==> config.mk <==
export PLATFORM = sky130hd
export DESIGN_NAME = keyed_watchdog
export DESIGN_NICKNAME = d
export VERILOG_FILES = /design/src/rtl/kwdt_pkg.sv /design/src/rtl/kwdt_regs.sv /design/src/rtl/kwdt_counter.sv /design/src/rtl/keyed_watchdog.sv
export SDC_FILE = /design/constraint.sdc
export NUM_CORES = 1
export LEC_CHECK = 0
export CAP_MARGIN = 0
export CORE_UTILIZATION = 56
export CTS_CLUSTER_DIAMETER = 120
export CTS_CLUSTER_SIZE = 28
export DETAILED_ROUTE_END_ITERATION = 12
export DONT_BUFFER_PORTS = 1
export PLACE_DENSITY = 0.83
export SLEW_MARGIN = 20
export SYNTH_ARGS = -nofsm -noshare
export SYNTH_HDL_FRONTEND = slang
export SYNTH_HIERARCHICAL = 1
export SYNTH_SLANG_ARGS = --single-unit
==> constraint.sdc <==
create_clock -name clk -period 2.52 [get_ports clk]
set_input_delay 0.126 -clock clk [delete_from_list [all_inputs] [get_ports clk]]
set_output_delay 0.126 -clock clk [all_outputs]
set_load 0.03 [all_outputs]
==> src/rtl/kwdt_pkg.sv <==
// Shared constants and types for the keyed watchdog.
// Assumes a one-bit location select and an eight-bit data path.
package kwdt_pkg;

    localparam logic [7:0] KEY_BYTE   = 8'hAC;   // restart key
    localparam logic [7:0] KEY_READ   = 8'h9A;   // fixed read value of restart location
    localparam logic [7:0] MODE_RESET = 8'h67;   // mode value out of reset
    localparam logic [2:0] MODE_TOP   = 3'b011;  // required pattern on mode bits 7..5

    typedef enum logic {
        LOC_MODE    = 1'b0,
        LOC_RESTART = 1'b1
    } kwdt_loc_e;

    // Decoded mode fields used by the counter
    typedef struct packed {
        logic       halt;     // stop counting
        logic       fast;     // 1: count every clock, 0: count on slow tick
        logic [2:0] span;     // period exponent offset
    } kwdt_cfg_t;

endpackage

==> src/rtl/kwdt_regs.sv <==
// Register front end: holds the write-once mode byte and decodes every access.
// It reports a restart, a mode load or an illegal access as single-cycle flags.
// Assumes at most one write per clock and a synchronous active-low reset.
module kwdt_regs
    import kwdt_pkg::*;
(
    input  logic       clk,
    input  logic       rst_n,
    input  logic       wr_en,
    input  logic       wr_bit,
    input  logic       sel,
    input  logic [7:0] wdata,
    output logic [7:0] mode_byte,
    output kwdt_cfg_t  cfg,
    output logic       restart,
    output logic       mode_load,
    output logic       illegal
);

    logic [7:0] mode_q;
    logic       locked_q;
    logic       halted;
    logic       wr_mode;
    logic       wr_key;

    assign halted  = locked_q & mode_q[4];
    assign wr_mode = wr_en & (sel == LOC_MODE);
    assign wr_key  = wr_en & (sel == LOC_RESTART);

    // Classify the current write as restart, mode load or violation
    always_comb begin
        restart   = 1'b0;
        mode_load = 1'b0;
        illegal   = 1'b0;
        if (wr_key) begin
            if (!wr_bit && wdata == KEY_BYTE) begin
                restart = 1'b1;
            end else begin
                illegal = ~halted;
            end
        end else if (wr_mode && !wr_bit) begin
            if (locked_q) begin
                illegal = ~halted;
            end else if (wdata[7:5] == MODE_TOP) begin
                mode_load = 1'b1;
            end else begin
                illegal = 1'b1;
            end
        end
    end

    // Store the mode byte and set the lock on the accepted first write
    always_ff @(posedge clk) begin
        if (!rst_n) begin
            mode_q   <= MODE_RESET;
            locked_q <= 1'b0;
        end else if (mode_load) begin
            mode_q   <= wdata;
            locked_q <= 1'b1;
        end
    end

    assign mode_byte = mode_q;
    assign cfg.halt  = halted;
    assign cfg.fast  = mode_q[3];
    assign cfg.span  = mode_q[2:0];

    // a locked mode byte never changes until reset
    a_r6_locked_stable: assert property (@(posedge clk) disable iff (!rst_n)
        locked_q |=> $stable(mode_q));

    // bit-level mode writes leave the stored byte alone
    a_r7_bit_mode_ignored: assert property (@(posedge clk) disable iff (!rst_n)
        (wr_en && wr_bit && sel == LOC_MODE) |=> $stable(mode_q) && $stable(locked_q));

endmodule

==> src/rtl/kwdt_counter.sv <==
// Watchdog counter: advances on the selected tick and flags overflow at the period end.
// A clear request always beats the terminal tick in the same cycle.
// Assumes slow_tick is already a one-clock pulse in the clk domain.
module kwdt_counter
    import kwdt_pkg::*;
#(
    parameter int BASE_EXP = 10
) (
    input  logic      clk,
    input  logic      rst_n,
    input  logic      slow_tick,
    input  kwdt_cfg_t cfg,
    input  logic      clear,
    output logic      overflow
);

    localparam int SPAN_MAX = 7;
    localparam int CNT_W    = BASE_EXP + SPAN_MAX;

    logic [CNT_W-1:0] cnt_q;
    logic [CNT_W:0]   span_pow;
    logic [CNT_W-1:0] term_m1;
    logic             tick;

    // Pick the counting tick from the mode fields
    always_comb begin
        if (cfg.halt) begin
            tick = 1'b0;
        end else if (cfg.fast) begin
            tick = 1'b1;
        end else begin
            tick = slow_tick;
        end
    end

    // Terminal value is one below 2^(BASE_EXP+span)
    always_comb begin
        span_pow = (CNT_W+1)'(1) << (BASE_EXP + int'(cfg.span));
        term_m1  = CNT_W'(span_pow - (CNT_W+1)'(1));
    end

    assign overflow = tick & ~clear & (cnt_q == term_m1);

    // Advance, wrap at the terminal value, or clear on request
    always_ff @(posedge clk) begin
        if (!rst_n) begin
            cnt_q <= '0;
        end else if (clear || overflow) begin
            cnt_q <= '0;
        end else if (tick) begin
            cnt_q <= cnt_q + 1'b1;
        end
    end

    // the count never passes the selected terminal value
    a_r11_within_period: assert property (@(posedge clk) disable iff (!rst_n)
        cnt_q <= term_m1);

    // a halted counter stays at its value
    a_r9_halt_frozen: assert property (@(posedge clk) disable iff (!rst_n)
        (cfg.halt && !clear) |=> $stable(cnt_q));

    // a clear leaves the count at zero
    a_r1_clear_zero: assert property (@(posedge clk) disable iff (!rst_n)
        clear |=> (cnt_q == '0));

endmodule

==> src/rtl/keyed_watchdog.sv <==
// Top of the keyed watchdog: register front end, counter and reset-request flop.
// rst_req is registered, so it rises in the cycle after the causing edge.
// Assumes a synchronous active-low reset and a one-clock slow_tick pulse.
module keyed_watchdog
    import kwdt_pkg::*;
#(
    parameter int BASE_EXP = 10
) (
    input  logic       clk,
    input  logic       rst_n,
    input  logic       slow_tick,
    input  logic       wr_en,
    input  logic       wr_bit,
    input  logic       sel,
    input  logic [7:0] wdata,
    output logic [7:0] rdata,
    output logic       rst_req
);

    kwdt_cfg_t  cfg;
    logic [7:0] mode_byte;
    logic       restart;
    logic       mode_load;
    logic       illegal;
    logic       overflow;
    logic       rst_req_q;

    kwdt_regs u_regs (
        .clk       (clk),
        .rst_n     (rst_n),
        .wr_en     (wr_en),
        .wr_bit    (wr_bit),
        .sel       (sel),
        .wdata     (wdata),
        .mode_byte (mode_byte),
        .cfg       (cfg),
        .restart   (restart),
        .mode_load (mode_load),
        .illegal   (illegal)
    );

    kwdt_counter #(
        .BASE_EXP (BASE_EXP)
    ) u_cnt (
        .clk       (clk),
        .rst_n     (rst_n),
        .slow_tick (slow_tick),
        .cfg       (cfg),
        .clear     (restart | mode_load),
        .overflow  (overflow)
    );

    // Merge both request sources into one registered pulse
    always_ff @(posedge clk) begin
        if (!rst_n) begin
            rst_req_q <= 1'b0;
        end else begin
            rst_req_q <= overflow | illegal;
        end
    end

    // Return the fixed value or the mode byte
    always_comb begin
        rdata = (sel == LOC_RESTART) ? KEY_READ : mode_byte;
    end

    assign rst_req = rst_req_q;

    // a bad restart access while running always leads to a request
    a_r3_bad_key_requests: assert property (@(posedge clk) disable iff (!rst_n)
        (wr_en && sel == LOC_RESTART && !cfg.halt && (wr_bit || wdata != KEY_BYTE))
        |=> rst_req);

    // a good key write is never followed by a request
    a_r12_key_wins: assert property (@(posedge clk) disable iff (!rst_n)
        (wr_en && sel == LOC_RESTART && !wr_bit && wdata == KEY_BYTE) |=> !rst_req);

    // no request can come out of a halted watchdog
    a_r9_halt_silent: assert property (@(posedge clk) disable iff (!rst_n)
        (cfg.halt && $past(cfg.halt)) |-> !rst_req);

endmodule

* After elaboration in Yosys (flattened, before gate mapping)
Index checks and enable logic that the tools add are counted.
** Storage, ports and cells
- Register bits :: 27
- Input port bits :: 14
- Word-level logic and storage cells :: 41
** Operators by class
- $add $sub $neg :: 3
- Eq/ne operators :: 3
- Shift-type cells :: 1
- Multiplexer cells :: 14
- Bitwise operators :: 11
- Reduce and logical (&&, ||, !) cells :: 5
** Operator list (count)
- left shift 1 x 32 -> 17 bit, first input constant :: 1
- adder 17 x 1 -> 17 bit, second input constant :: 1
- == test 17 bit :: 1
- subtractor 17 x 1 -> 17 bit, second input constant :: 1
- two-way mux 1 bit :: 13
- == test 8 bit, second input constant :: 1
- two-way mux 8 bit :: 1
- adder 4 x 3 -> 5 bit, first input constant :: 1
- bitwise AND 1 bit :: 5
- inverter 1 bit :: 4
- == test 3 x 2 -> 1 bit, second input constant :: 1
- logical AND 1 bit :: 2
- OR 1 bit :: 2
- OR reduction 2 bit :: 1
- logical NOT 1 bit :: 1
- logical OR 1 bit :: 1

* Depth between registers and ports, before layout
- Depth in word-level cells :: 11
- Mapped depth :: 10
- Depth with buffers taken out :: 9

* Hierarchy
Netlist, hierarchy kept.
** Modules (own cells, without submodules)
- kwdt_counter :: instances 1, cells an instance 120, area an instance 1054.8 µm²
- kwdt_regs :: instances 1, cells an instance 47, area an instance 452.9 µm²
- keyed_watchdog :: instances 1, cells an instance 11, area an instance 83.8 µm²

* Least setup slack after synthesis
No wires, ideal clock.
- Path kind :: reg2reg
- Start :: register u_regs.locked_q
- End :: register u_cnt.cnt_q[11]
- Library setup time :: 115 ps
- Arrival time :: 2413 ps
- Path slack :: -7 ps
- Stages on the path, launching flop included :: 10
- Path buffers :: 1
- Cells stage by stage :: dfxtp_1 nand4bb_1 nor2_4 or2_2 nor2b_1 nand4_1 or4_4 o41ai_4 buf_6 nor2_1
** On the way
- Word-level cells in the longest chain between the ends :: 9
- Elaborated cells on any way between the ends :: 11
- Classes of those cells :: 4 x mux; 5 x bitwise; 2 x reduce/logical
** Ends and longest elaborated chain
- start: declaration :: RTL line kwdt_regs.sv:21 : logic locked_q;
- start signal: assignment :: RTL line kwdt_regs.sv:56 : locked_q <= 1'b0;
- start signal: assignment :: RTL line kwdt_regs.sv:59 : locked_q <= 1'b1;
- two-way mux 1 bit (*) :: RTL line kwdt_regs.sv:42 : if (locked_q) begin
- two-way mux 1 bit (*) :: RTL line kwdt_regs.sv:41 : end else if (wr_mode && !wr_bit) begin
- two-way mux 1 bit (*) :: RTL line kwdt_regs.sv:35 : if (wr_key) begin
- named net mode_load :: RTL line keyed_watchdog.sv:23 : logic mode_load;
- OR 1 bit (*) :: RTL line keyed_watchdog.sv:49 : .clear (restart | mode_load),
- inverter 1 bit :: RTL line kwdt_counter.sv:42 : assign overflow = tick & ~clear & (cnt_q == term_m1);
- bitwise AND 1 bit (2 in a row) :: RTL line kwdt_counter.sv:42
- logical OR 1 bit (*) :: RTL line kwdt_counter.sv:48 : end else if (clear || overflow) begin
- OR reduction 2 bit (no source line) (*)
- end signal: assignment :: RTL line kwdt_counter.sv:51 : cnt_q <= cnt_q + 1'b1;
- end: declaration :: RTL line kwdt_counter.sv:20 : logic [CNT_W-1:0] cnt_q;
Mark *: on every way through the listed nets, which the timed path passes. The rest lies on a longest branch.
A chain may end at the register's enable or synchronous reset.

* Final worst setup path
- Start :: register u_regs.locked_q
- End :: register u_cnt.cnt_q[6]
Same word-level chain as after synthesis.

==> flow_summary.toml <==
[status]
status = "finished, final reports clean"

[synthesis]
yosys-top-cells-area = "dfxtp_1 34%, xnor2_1 6.6%, xor2_1 6.6%"
synth_cells = 178
synth.largest_area_cell = "dfxtp_1"
syn_area_sq_mm = 0.00159
avgSynthCellArea_sq_um = 8.94
synthesis.nets = 200
ys.flop_type = "dfxtp_1"
synth-seq-cells = 27
synth.most_common_cell = "dfxtp_1"
synth_edf_count = 0
async_flop_share = 0
netlist_top_cells_count = "27 x dfxtp_1, 23 x nor2_1, 13 x nand3_1, 12 x xnor2_1, 12 x xor2_1"
ys_warn_count = 6
netlist.area_leader.share = 0.340
synth.distinct_cells = 41
ys_seq_area_frac = 0.340

[drt]
postRouteAntennaNets = 0
vias_per_cell = 5.94
met1Wirelength_mm = 1.40
dr.pass1.iters = 4
vias = 1290
drc = 0
avgRoutedWirePerCell_um = 15.1
routed_wl_mm = 3.28
route.met2.wl_mm = 1.66
drt_iter0_markers = 36
topRoutingLayerUsed = "met4"
wl_met3_um = 156

[floorplan]
fp.dieArea_sq_mm = 0.00306
pin_count = 23
die_h_um = 55.3
die_w_um = 55.3
initial_utilization = 0.614
core_area_sq_mm = 0.00259
rows = 18

[finish]
stdcell_count = 217
syn2layout_area_growth_pct = 7.08
antenna-diode-count = 0
seqCellArea_sq_um = 541
num-nets-final = 210
drive_above_1_share = 0.107
multi_input_area_sq_um = 968
n_fill_cell = 199

[placement]
placedCellCount = 207
hpwlAfterDp_mm = 2.41
portBuffers = 0
gp_congestion = 0.809

[setup_path]
crit_family = "simple AND/OR/NAND/NOR gates"
end_kind = "flop"
cp-start-kind = "flop"
cp_cell_sequence = "nand4bb_1 -> nor2_4 -> or2_2 -> nor2b_1 -> nand4_1 -> or4_4 -> o41ai_4 -> buf_6 -> nor2_1"
critPathMaxFanout = 17
cp.required_ns = 2.75
rr_startpoint = "u_regs/locked_q"
path_class = "flop to flop"
r2r_cells = 9
cp.depth = 9
crit_buf_inv = 1
crit_path_top_delay_cell = "or4_4"
max_stage_delay_ns = 0.57
setup.worst_path.start = "u_regs/locked_q"
arrival_ns = 2.60

[power_and_ir_drop]
p_leak_nw = 0.643
ir_worst_vdd_uv = 411
power_w = 0.000697
power_density_mw_per_mm2 = 409

[run]
cap_viol_max_count = 0

[cts]
clockBufferDepth = 2
cts_tree = "done"
cts_sinks = 27
clk_pin_slew_ns = 0.14
h-tree-depth = 1
cts_buffers = 3
clk_latency_ns = 0.32
root_buffer = "clkbuf_4"

[timing]
finalMaxSlewViolations = 0
tightestPinTransition_ns = 0.571
setup_viol = 0
slew_headroom = 0.618
fin_skew_ns = 0.00653
hold_slack_ns = 0.0318
max_freq_ghz = 0.422
hold_violations = 0
min_period_ns = 2.37
finalCritPeriodShare = 0.941
finalSetupTns_ns = 0
rsz0062_at_grt = "false"

[worst_hold_path]
hold-path-cell-count = 3
worstHoldPathType = "primary input to flop"
min_from = "wr_bit"

[global_routing]
grt_pass1_wl_mm = 5.69
track_usage = 0.230
globalRouteOverflowTotal = 0
grt_start_max_net_pins = 18
grt_pass1_vias = 1322
antenna_found_initial = 0
[cell families (layout without fill, tap and decap cells)]
group / Yosys count / count (layout) / share of synthesized area
buffers and inverters: 13 / 22 / 0.0519
xor gates and xnor gates: 24 / 24 / 0.132
AOI/OAI and AO/OA: 17 / 17 / 0.0873
DFF: 27 / 27 / 0.340
and+or+nand+nor: 89 / 89 / 0.326
adders and majority gates: 8 / 8 / 0.0629
[path summary, 6_finish.rpt]
kind	slack (ns)	end
max reg2reg	0.15	u_cnt/cnt_q[6]
max	0.15	u_cnt/cnt_q[6]
min	0.03	u_regs/mode_byte[4]
min reg2reg	0.47	u_regs/mode_byte[5]
[tightest hold or removal path, cell delays in order]
cell     delay [ns]
nor3b_2        0.05
nand3_1        0.09
a21oi_1        0.06
[final cells by class]
type,count,share of cell area
multi-input cells,138,0.568
inverters,6,0.0132
repair buffers,12,0.0639
well taps,30,0.0220
clock buffers,4,0.0154
flip-flops and latches,27,0.317
[cell usage in the layout, fill, tap and decap left out, types with 3 or more instances in the layout]
cell type	Yosys	routed
xor2_1	12	12
nand2_1	8	8
buf_4	5	5
or2_1	4	4
nand4_1	6	6
ha_1	8	8
dfxtp_1	27	27
nor2_1	23	23
xnor2_1	12	12
dlygate4sd3_1	0	6
nor2b_1	7	7
clkbuf_4	0	3
inv_1	6	6
a21oi_1	3	3
nand3_1	13	13
o21ai_1	5	5
[stage by stage]
stage,utilization,area (sq um),setup WS [ns]
2_1_floorplan,-,1590,0.109
3_3_place_gp,0.623,1610,0.238
3_5_place_dp,0.623,1610,0.147
4_1_cts,0.657,1700,0.129
5_1_grt,0.658,1700,0.0277
6_report,0.658,1700,0.148
[repair_timing]
item	in CTS	in global routing
hold buffers	6	0
endpoints found under the hold margin	8	0
resized for setup	0	1
buffers inserted	0	0
setup endpoints to repair	0	7
[power by group]
group	total (W)	switching (W)	internal [W]
Combinational	0.0000709	0.0000428	0.0000282
Clock	0.000186	0.000124	0.0000620
Sequential	0.000440	0.00000786	0.000432
[registers in the layout, summed over array words and instances, names as in the netlist]
register          count
u_regs/mode_byte      8
u_regs/locked_q       1
rst_req               1
u_cnt/cnt_q          17
[per-layer routing]
metal  vias to the layer above  track usage
met3                         8       0.0468
met5                         -            0
met1                       611        0.263
met2                        39        0.417
li1                        632            -
met4                         0       0.0929
Power figures use the tool's default switching activity.
